## src/rtl/link_pkg.sv

```systemverilog
package link_pkg;
    localparam int ADDR_W = 15;
    localparam int LINK_W = 2 * ADDR_W + 2;

    typedef logic [ADDR_W-1:0] addr_t;

    // Field order is fixed: bit 31 Z, bit 30 C, target, return address
    typedef struct packed {
        logic  z;
        logic  c;
        addr_t target;
        addr_t ret;
    } link_word_t;

    function automatic link_word_t build_link(logic z, logic c, addr_t tgt, addr_t pc);
        link_word_t w;
        w.z      = z;
        w.c      = c;
        w.target = tgt;
        w.ret    = pc + addr_t'(1);
        return w;
    endfunction

    function automatic addr_t target_of(link_word_t w);
        logic [LINK_W-1:0] s;
        s = LINK_W'(w) >> ADDR_W;
        return s[ADDR_W-1:0];
    endfunction
endpackage

```

## src/rtl/link_stack_rf.sv

```systemverilog
module link_stack_rf
    import link_pkg::*;
#(
    parameter int DEPTH = 16
) (
    input  logic       clk,
    input  logic       rst,
    input  logic       push,
    input  logic       pop,
    input  link_word_t wdata,
    output link_word_t rdata,
    output logic       full,
    output logic       empty
);
    localparam int PW = $clog2(DEPTH + 1);
    localparam int IW = (DEPTH > 1) ? $clog2(DEPTH) : 1;

    logic [PW-1:0] ptr;
    link_word_t    mem [DEPTH];
    logic [PW-1:0] top_ptr;

    assign top_ptr = ptr - PW'(1);
    assign full    = (ptr == PW'(DEPTH));
    assign empty   = (ptr == '0);
    assign rdata   = mem[IW'(top_ptr)];

    always_ff @(posedge clk) begin
        if (push) mem[IW'(ptr)] <= wdata;
    end

    always_ff @(posedge clk) begin
        if (rst)       ptr <= '0;
        else if (push) ptr <= ptr + PW'(1);
        else if (pop)  ptr <= ptr - PW'(1);
    end


    ptr_bound_chk: assert property (@(posedge clk) disable iff (rst)
        ptr <= PW'(DEPTH));


    push_room_chk: assert property (@(posedge clk) disable iff (rst)
        push |-> !full);


    pop_data_chk: assert property (@(posedge clk) disable iff (rst)
        pop |-> !empty);
endmodule

```

## src/rtl/link_ctrl.sv

```systemverilog
module link_ctrl
    import link_pkg::*;
(
    input  logic       clk,
    input  logic       rst,
    input  logic       call_req,
    input  logic       ret_req,
    input  addr_t      call_target,
    input  addr_t      cur_pc,
    input  logic       flag_z_in,
    input  logic       flag_c_in,
    input  logic       restore_flags_en,
    input  logic       full,
    input  logic       empty,
    input  link_word_t rdata,
    output logic       push,
    output logic       pop,
    output link_word_t wdata,
    output addr_t      next_pc,
    output logic       next_pc_valid,
    output logic       flags_load,
    output logic       flag_z_out,
    output logic       flag_c_out,
    output logic       stack_err
);
    logic do_call, do_ret, refused;

    assign do_call = call_req;
    assign do_ret  = ret_req & ~call_req;
    assign push    = do_call & ~full;
    assign pop     = do_ret & ~empty;
    assign refused = (do_call & full) | (do_ret & empty);
    assign wdata   = build_link(flag_z_in, flag_c_in, call_target, cur_pc);

    always_ff @(posedge clk) begin
        if (rst) begin
            next_pc       <= '0;
            next_pc_valid <= 1'b0;
            flags_load    <= 1'b0;
            flag_z_out    <= 1'b0;
            flag_c_out    <= 1'b0;
            stack_err     <= 1'b0;
        end else begin
            next_pc_valid <= push | pop;
            flags_load    <= pop & restore_flags_en;
            if (push)     next_pc <= target_of(wdata);
            else if (pop) next_pc <= rdata.ret;
            if (pop && restore_flags_en) begin
                flag_z_out <= rdata.z;
                flag_c_out <= rdata.c;
            end
            if (refused) stack_err <= 1'b1;
        end
    end


    call_redirect_chk: assert property (@(posedge clk) disable iff (rst)
        (call_req && !full) |=> (next_pc_valid && next_pc == $past(call_target)));


    no_overflow_chk: assert property (@(posedge clk) disable iff (rst)
        (call_req && full) |=> (!next_pc_valid && stack_err));


    no_underflow_chk: assert property (@(posedge clk) disable iff (rst)
        (ret_req && !call_req && empty) |=> (!next_pc_valid && stack_err));


    err_sticky_chk: assert property (@(posedge clk) disable iff (rst)
        stack_err |=> stack_err);


    flags_hold_chk: assert property (@(posedge clk) disable iff (rst)
        !restore_flags_en |=> (!flags_load && flag_z_out == $past(flag_z_out)
                               && flag_c_out == $past(flag_c_out)));


    idle_chk: assert property (@(posedge clk) disable iff (rst)
        (!call_req && !ret_req) |=> !next_pc_valid);


    reset_clear_chk: assert property (@(posedge clk)
        rst |=> (!stack_err && !next_pc_valid && !flags_load));
endmodule

```

## src/rtl/link_stack_unit.sv

```systemverilog
module link_stack_unit
    import link_pkg::*;
#(
    parameter int DEPTH = 16
) (
    input  logic        clk,
    input  logic        rst,
    input  logic        call_req,
    input  logic        ret_req,
    input  logic [14:0] call_target,
    input  logic [14:0] cur_pc,
    input  logic        flag_z_in,
    input  logic        flag_c_in,
    input  logic        restore_flags_en,
    output logic [14:0] next_pc,
    output logic        next_pc_valid,
    output logic        flags_load,
    output logic        flag_z_out,
    output logic        flag_c_out,
    output logic        stack_err
);
    logic       push, pop, full, empty;
    link_word_t wdata, rdata;

    link_stack_rf #(.DEPTH(DEPTH)) u_rf (
        .clk   (clk),
        .rst   (rst),
        .push  (push),
        .pop   (pop),
        .wdata (wdata),
        .rdata (rdata),
        .full  (full),
        .empty (empty)
    );

    link_ctrl u_ctrl (
        .clk              (clk),
        .rst              (rst),
        .call_req         (call_req),
        .ret_req          (ret_req),
        .call_target      (call_target),
        .cur_pc           (cur_pc),
        .flag_z_in        (flag_z_in),
        .flag_c_in        (flag_c_in),
        .restore_flags_en (restore_flags_en),
        .full             (full),
        .empty            (empty),
        .rdata            (rdata),
        .push             (push),
        .pop              (pop),
        .wdata            (wdata),
        .next_pc          (next_pc),
        .next_pc_valid    (next_pc_valid),
        .flags_load       (flags_load),
        .flag_z_out       (flag_z_out),
        .flag_c_out       (flag_c_out),
        .stack_err        (stack_err)
    );
endmodule

```

## config.mk

```make
export PLATFORM = sky130hd
export DESIGN_NAME = link_stack_unit
export DESIGN_NICKNAME = d
export VERILOG_FILES = /design/src/rtl/link_pkg.sv /design/src/rtl/link_stack_rf.sv /design/src/rtl/link_ctrl.sv /design/src/rtl/link_stack_unit.sv
export SDC_FILE = /design/constraint.sdc
export NUM_CORES = 1
export LEC_CHECK = 0
export ABC_CLOCK_PERIOD_IN_PS = 3800
export CAP_MARGIN = 0
export CORE_MARGIN = 4
export CORE_UTILIZATION = 60
export CTS_CLUSTER_DIAMETER = 150
export DETAILED_ROUTE_END_ITERATION = 12
export DONT_BUFFER_PORTS = 1
export GPL_TIMING_DRIVEN = 0
export PLACE_DENSITY = 0.78
export SETUP_SLACK_MARGIN = 0.15
export SLEW_MARGIN = 20
export SYNTH_ARGS = -nofsm -noshare
export SYNTH_HDL_FRONTEND = slang
export SYNTH_SLANG_ARGS = --single-unit
```

## constraint.sdc

```tcl
create_clock -name clk -period 3.8 [get_ports clk]
set_input_delay 0.38 -clock clk [delete_from_list [all_inputs] [get_ports clk]]
set_output_delay 0.38 -clock clk [all_outputs]
set_load 0.005 [all_outputs]
```

==> metrics.txt, run 1 <==
TritonCTS clock tree=yes; Post-Syn Area=0.01193 mm2; Worst Clk Skew=0.009560 ns; syn avg cell area=18.67 um2; crit path max fanout=17; Cells after DPL=908; slowest library cell on the worst path=and3_1; pin count of the biggest net entering global routing=19; Worst Setup EP=u_rf.mem[2][11]; die area=0.02221 mm2; slew margin rel.=26.14%; via/cell ratio=6.597; Synth Instances=639; Lkg Pwr=4.381 nW; Final ANT Viol Nets=0; Max Fclk=284.7 MHz; CP endpoint kind=flip-flop; final hold vios=0; CTS sink cnt=297; first-pass GRT wire length=40710 um; reg-to-reg setup timing slack=0.29 ns; Die Ht=149.0 um; PD cells=599.5 mW/mm2; max_cap viols=0; area post-placement=0.01239 mm2; critical-path cell list=buf_6, buf_2, clkbuf_4, inv_1, ha_1, nand4bb_1, and2_1, and3_1; CTS root buffer=clkbuf_16; gpl congestion=0.9066; peak supply drop=373.1 uV; most frequent cell after synthesis=edfxtp_1; share of layout cells above drive strength 1=25.81%; cts bufs inserted=28; Final nets=730; residual DRC count=0; Slew Viols, Final=0; Yosys cell types=54; Worst-Skew Late Latency=0.55 ns; sequential area share after synthesis=72.64%; final worst slack=0.2874 ns; Critical Path Source Type=flip-flop; Req. time, crit path=3.96 ns; top cell type's share of synthesized area=68.45%; outcome=completed; minimum clock period=3.513 ns; number of synthesized flops with an enable pin=272; final wirelength=27350 um; boundary pin count=57; gr ovfl total=0; R2R cell count=8; Final Setup Violations=0; Core Box Area=0.01953 mm2; clk buf depth=3; yosys warns=0; max incr delay on CP=0.93 ns; Avg WL per Cell=28.08 um; vias in the first global route=6541; Final period util=92.44%; Area growth, synth to finish=14.23%; RSZ-0062 raised after global routing=true; Initial Utilization=61.11%; initial DRC count=732; row cnt=51; Synth Flop Type=edfxtp_1; top area cells in the synthesized netlist=edfxtp_1, mux4_2, dfxtp_1; RR Startpoint=u_rf.ptr[0]; Post-CTS Setup Inserts=0; Yosys reg bits=297; Commonest cells post-synth=edfxtp_1, nand2_1, mux4_2; CP arrival=3.67 ns; htree depth=1; Cell Count, Final, Fillers Out=974; Port Buffer Count=0; DR vias=6425; hold_ws=0.03026 ns; Layout fillers=1180; asr flop ratio synth=0%; Hold WC Path Type=primary input to flip-flop; Setup crit start=u_rf.ptr[0]; critical path class=flip-flop to flip-flop; Global Route Usage Sum=25.11%; Worst R2R End=u_rf.mem[2][11]; DP Worst Slack=-0.04324 ns; ANT cells=0; Worst-path clk slew=0.06 ns; Net Count, Synth=682; initial antenna violation count=0; Die Wd=149.0 um; drt pass-1 iters=6; post-route cell area=0.01363 mm2; hpwl dp=16650 um; worst slew pin tran=1.108 ns; Synth area leader=edfxtp_1; Post-Route Utilization=69.81%
worst min-delay path by stage:
stage,slack [ns],endpoint,depth (start not counted),startpoint
floorplan,0.46,u_ctrl.stack_err,2,u_ctrl.stack_err
global placement,0.48,u_rf.mem[5][31],0,flag_z_in
detailed placement,0.48,u_rf.mem[4][31],0,flag_z_in
CTS,0.02,u_ctrl.flags_load,2,restore_flags_en
global route,0.02,u_ctrl.flags_load,2,restore_flags_en
finish,0.03,u_ctrl.flags_load,2,restore_flags_en
metal layers:
| layer | global-route usage, % | vias up | share of wire (%) |
|---|---|---|---|
| li1 | - | 2669 | - |
| met3 | 5.682 | 72 | 10 |
| met1 | 34.96 | 3275 | 37 |
| met5 | 0 | - | 0 |
| met2 | 40.67 | 409 | 49 |
| met4 | 7.414 | 0 | 3.0 |
repair_timing:
action	CTS	global route
endpoints found under the hold margin	44	0
hold buffers	14	0
gates cloned	0	0
setup endpoints to repair	12	63
resized for setup	5	8
where the power goes:
group	total [mW]	switching [mW]	internal, mW
Sequential	3.77	0.0545	3.71
Clock	2.93	1.18	1.74
Combinational	1.48	0.876	0.601
Total	8.17	2.11	6.06
flip-flops by register name, indices dropped and copies added (netlist names):
| register | count |
|---|---|
| u_rf.mem | 272 |
| u_ctrl.next_pc | 15 |
| u_rf.ptr | 5 |
| u_ctrl.flag_c_out | 1 |
| u_ctrl.flag_z_out | 1 |
| u_ctrl.flags_load | 1 |
| u_ctrl.next_pc_valid | 1 |
| u_ctrl.stack_err | 1 |
layout make-up:
class / instances / area [um2] / share of cell area, %
flip-flops and latches: 297 / 8668 / 63.59
plain buffers: 33 / 191.4 / 1.404
multi-input cells: 301 / 3226 / 23.66
well taps: 265 / 331.6 / 2.433
repair buffers: 18 / 200.2 / 1.469
inverters: 8 / 30.03 / 0.2203
clock buffers: 41 / 799.5 / 5.866
clock inverters: 11 / 183.9 / 1.349
stage by stage:
| step | total power [mW] | TNS [ns] |
|---|---|---|
| 6_report | 8.171 | 0 |
| 5_1_grt | 8.449 | 0 |
| 4_1_cts | 8.167 | 0 |
| 3_5_place_dp | 5.255 | -0.1659 |
| 3_3_place_gp | 5.194 | 0 |
| 2_1_floorplan | 4.845 | 0 |
cells by family (layout without fill, tap and decap cells):
group           count (synthesis)  after routing  synth area share, %
xor+xnor                       17             17                1.311
fa+ha+maj                       6              6               0.6291
simple gates                  153            153                6.207
flops                         297            297                72.64
buf+inv                        41            111                1.741
mux                            76             76                13.55
compound gates                 49             49                3.922
worst max-delay path: cells and delay by family, from the launching register on:
family / cells / cell delay [ns]
adder cells (fa/ha/maj): 1 / 0.29
buffers and inverters: 4 / 0.88
flip-flops: 1 / 0.41
AND/OR/NAND/NOR: 3 / 1.54
placed cells by master (no fill, tap or decap), types with 5 or more instances in the layout:
cell and instances:
nor2_4 7, xor2_2 6, dlygate4sd3_1 14, nor2_2 5
mux4_2 68, nand3_1 26, inv_1 8, clkbuf_16 28
nor2_1 14, ha_1 6, o21a_1 12, nand2_1 70
buf_2 13, clkbuf_8 5, edfxtp_1 272, xnor2_2 9
a32o_1 17, dfxtp_1 25, clkbuf_1 16, and3_1 6
No activity file was read; power rests on OpenSTA's default activity.
==> inputs of run 2 (changes only) <==
Settings changed: CAP_MARGIN 0 to 20, CTS_BUF_LIST from default to sky130_fd_sc_hd__clkbuf_4 sky130_fd_sc_hd__clkbuf_8.
==> metrics.txt, run 2 (synthesis results as in run 1) <==
Post-CTS Setup Inserts=0; outcome=completed; Area growth, synth to finish=13.24%; final wirelength=26420 um; Lkg Pwr=4.369 nW; drt pass-1 iters=5; TritonCTS clock tree=yes; Layout fillers=1215; gr ovfl total=0; max incr delay on CP=0.91 ns; max reg flops=272; RSZ-0062 raised after global routing=false; max_cap viols=0; share of layout cells above drive strength 1=28.86%; Max Fclk=284.4 MHz; gpl congestion=0.9066; Post-Route Utilization=69.20%; Final period util=92.53%; Final Setup Violations=0; pin count of the biggest net entering global routing=19; Initial Utilization=61.11%; htree depth=2; Critical Path Source Type=flip-flop; Req. time, crit path=3.95 ns; Worst-Skew Late Latency=0.55 ns; grt met1 use=34.28%; PD cells=572.0 mW/mm2; boundary pin count=57; CP arrival=3.66 ns; worst slew pin tran=1.096 ns; CP endpoint kind=flip-flop; peak supply drop=289.7 uV; Core Box Area=0.01953 mm2; RR Startpoint=u_rf.ptr[0]; most frequent cells in the layout=edfxtp_1, nand2_1, mux4_2; largest registers=u_rf.mem: 272 flops, u_ctrl.next_pc: 15 flops, u_rf.ptr: 5 flops; met3 usage=6.533%; minimum clock period=3.516 ns; Hold WC Path Type=primary input to flip-flop; Worst Setup EP=u_rf.mem[1][7]; reg-to-reg setup timing slack=0.28 ns; Port Buffer Count=0; area post-placement=0.01239 mm2; busiest grt layer=met2; cts bufs inserted=44; final hold vios=0; CTS sink cnt=297; clk buf depth=3; crit-path leading delay family=simple AND/OR/NAND/NOR gates; most common cell after layout, fill and taps aside=edfxtp_1; slowest library cell on the worst path=and3_1; met2 Usage GRT=38.45%; CTS root buffer=clkbuf_8; DR vias=6419; WP depth=8; Die Wd=149.0 um; row cnt=51; largest register by flop count=u_rf.mem; post-route cell area=0.01351 mm2; residual DRC count=0; Final ANT Viol Nets=0; setup tns final=0 ns; hpwl dp=16650 um; Worst R2R End=u_rf.mem[1][7]; die area=0.02221 mm2; Final nets=746; Avg WL per Cell=26.34 um; Global Route Usage Sum=24.41%; Slew Viols, Final=0; Die Ht=149.0 um; Setup crit start=u_rf.ptr[0]; via/cell ratio=6.400; critical-path cell list=buf_6, buf_2, clkbuf_4, inv_1, ha_1, nand4bb_1, and2_1, and3_1; initial DRC count=844; initial antenna violation count=0; buffer and inverter count on the worst path=4; critical path class=flip-flop to flip-flop; vias in the first global route=6622; Worst Clk Skew=0.02276 ns; R2R cell count=8; ANT cells=0; crit path max fanout=17; slew margin rel.=26.95%; first-pass GRT wire length=39670 um; Worst-path clk slew=0.07 ns
run 2: worst register-to-register path: stages (launching register included):
cell and delay [ns]:
dfxtp_1 0.41, buf_6 0.15, buf_2 0.28, clkbuf_4 0.33, inv_1 0.14, ha_1 0.29
nand4bb_1 0.34, and2_1 0.27, and3_1 0.91
run 2: layer usage:
metal / share of wire [%] / wire (um) / vias up
met4: 2.5 / 670 / 0
met3: 9.9 / 2619 / 61
met2: 49 / 12900 / 374
met1: 39 / 10230 / 3273
met5: 0 / 0 / -
li1: - / - / 2711
run 2: final cells by class:
type | instances | area, um2 | area share, %
repair buffers | 18 | 200.2 | 1.481
flip-flops and latches | 297 | 8668 | 64.15
inverters | 8 | 30.03 | 0.2222
multi-input cells | 301 | 3227 | 23.88
well taps | 265 | 331.6 | 2.454
clock buffers | 67 | 803.3 | 5.944
clock inverters | 14 | 63.81 | 0.4722
plain buffers | 33 | 188.9 | 1.398
run 2: worst min path at each step:
stage | from | end | slack, ns | cells past startpoint
after CTS | restore_flags_en | u_ctrl.flags_load | 0.008 | 2
final | restore_flags_en | u_ctrl.flags_load | 0.04 | 2
after detailed placement | flag_z_in | u_rf.mem[4][31] | 0.48 | 0
after global placement | flag_z_in | u_rf.mem[5][31] | 0.48 | 0
after floorplan | u_ctrl.stack_err | u_ctrl.stack_err | 0.46 | 2
after global routing | restore_flags_en | u_ctrl.flags_load | 0.02 | 2
run 2: per-stage QoR:
stage | total power, mW | setup WS, ns | hold WS, ns | cells
after floorplan | 4.845 | 0.9233 | 0.4605 | 639
after global placement | 5.194 | 0.07229 | 0.4797 | 904
after detailed placement | 5.255 | -0.04324 | 0.4796 | 908
after CTS | 7.744 | 0.2019 | 0.008208 | 1003
after global routing | 8.040 | 0.1558 | 0.02223 | 1003
final | 7.729 | 0.2839 | 0.04167 | 1003
run 2: power by group:
part / switching, mW / internal (mW) / leakage (nW)
sequential: 0.0519 / 3.71 / 2.66
combinational: 0.859 / 0.599 / 1.24
clock: 1.15 / 1.35 / 0.469
run 2: timing repair:
action                                 in CTS  in global routing
setup endpoints to repair                  12                 63
gates resized for setup                     4                  9
endpoints found under the hold margin      44                  0
hold buffers                               14                  0
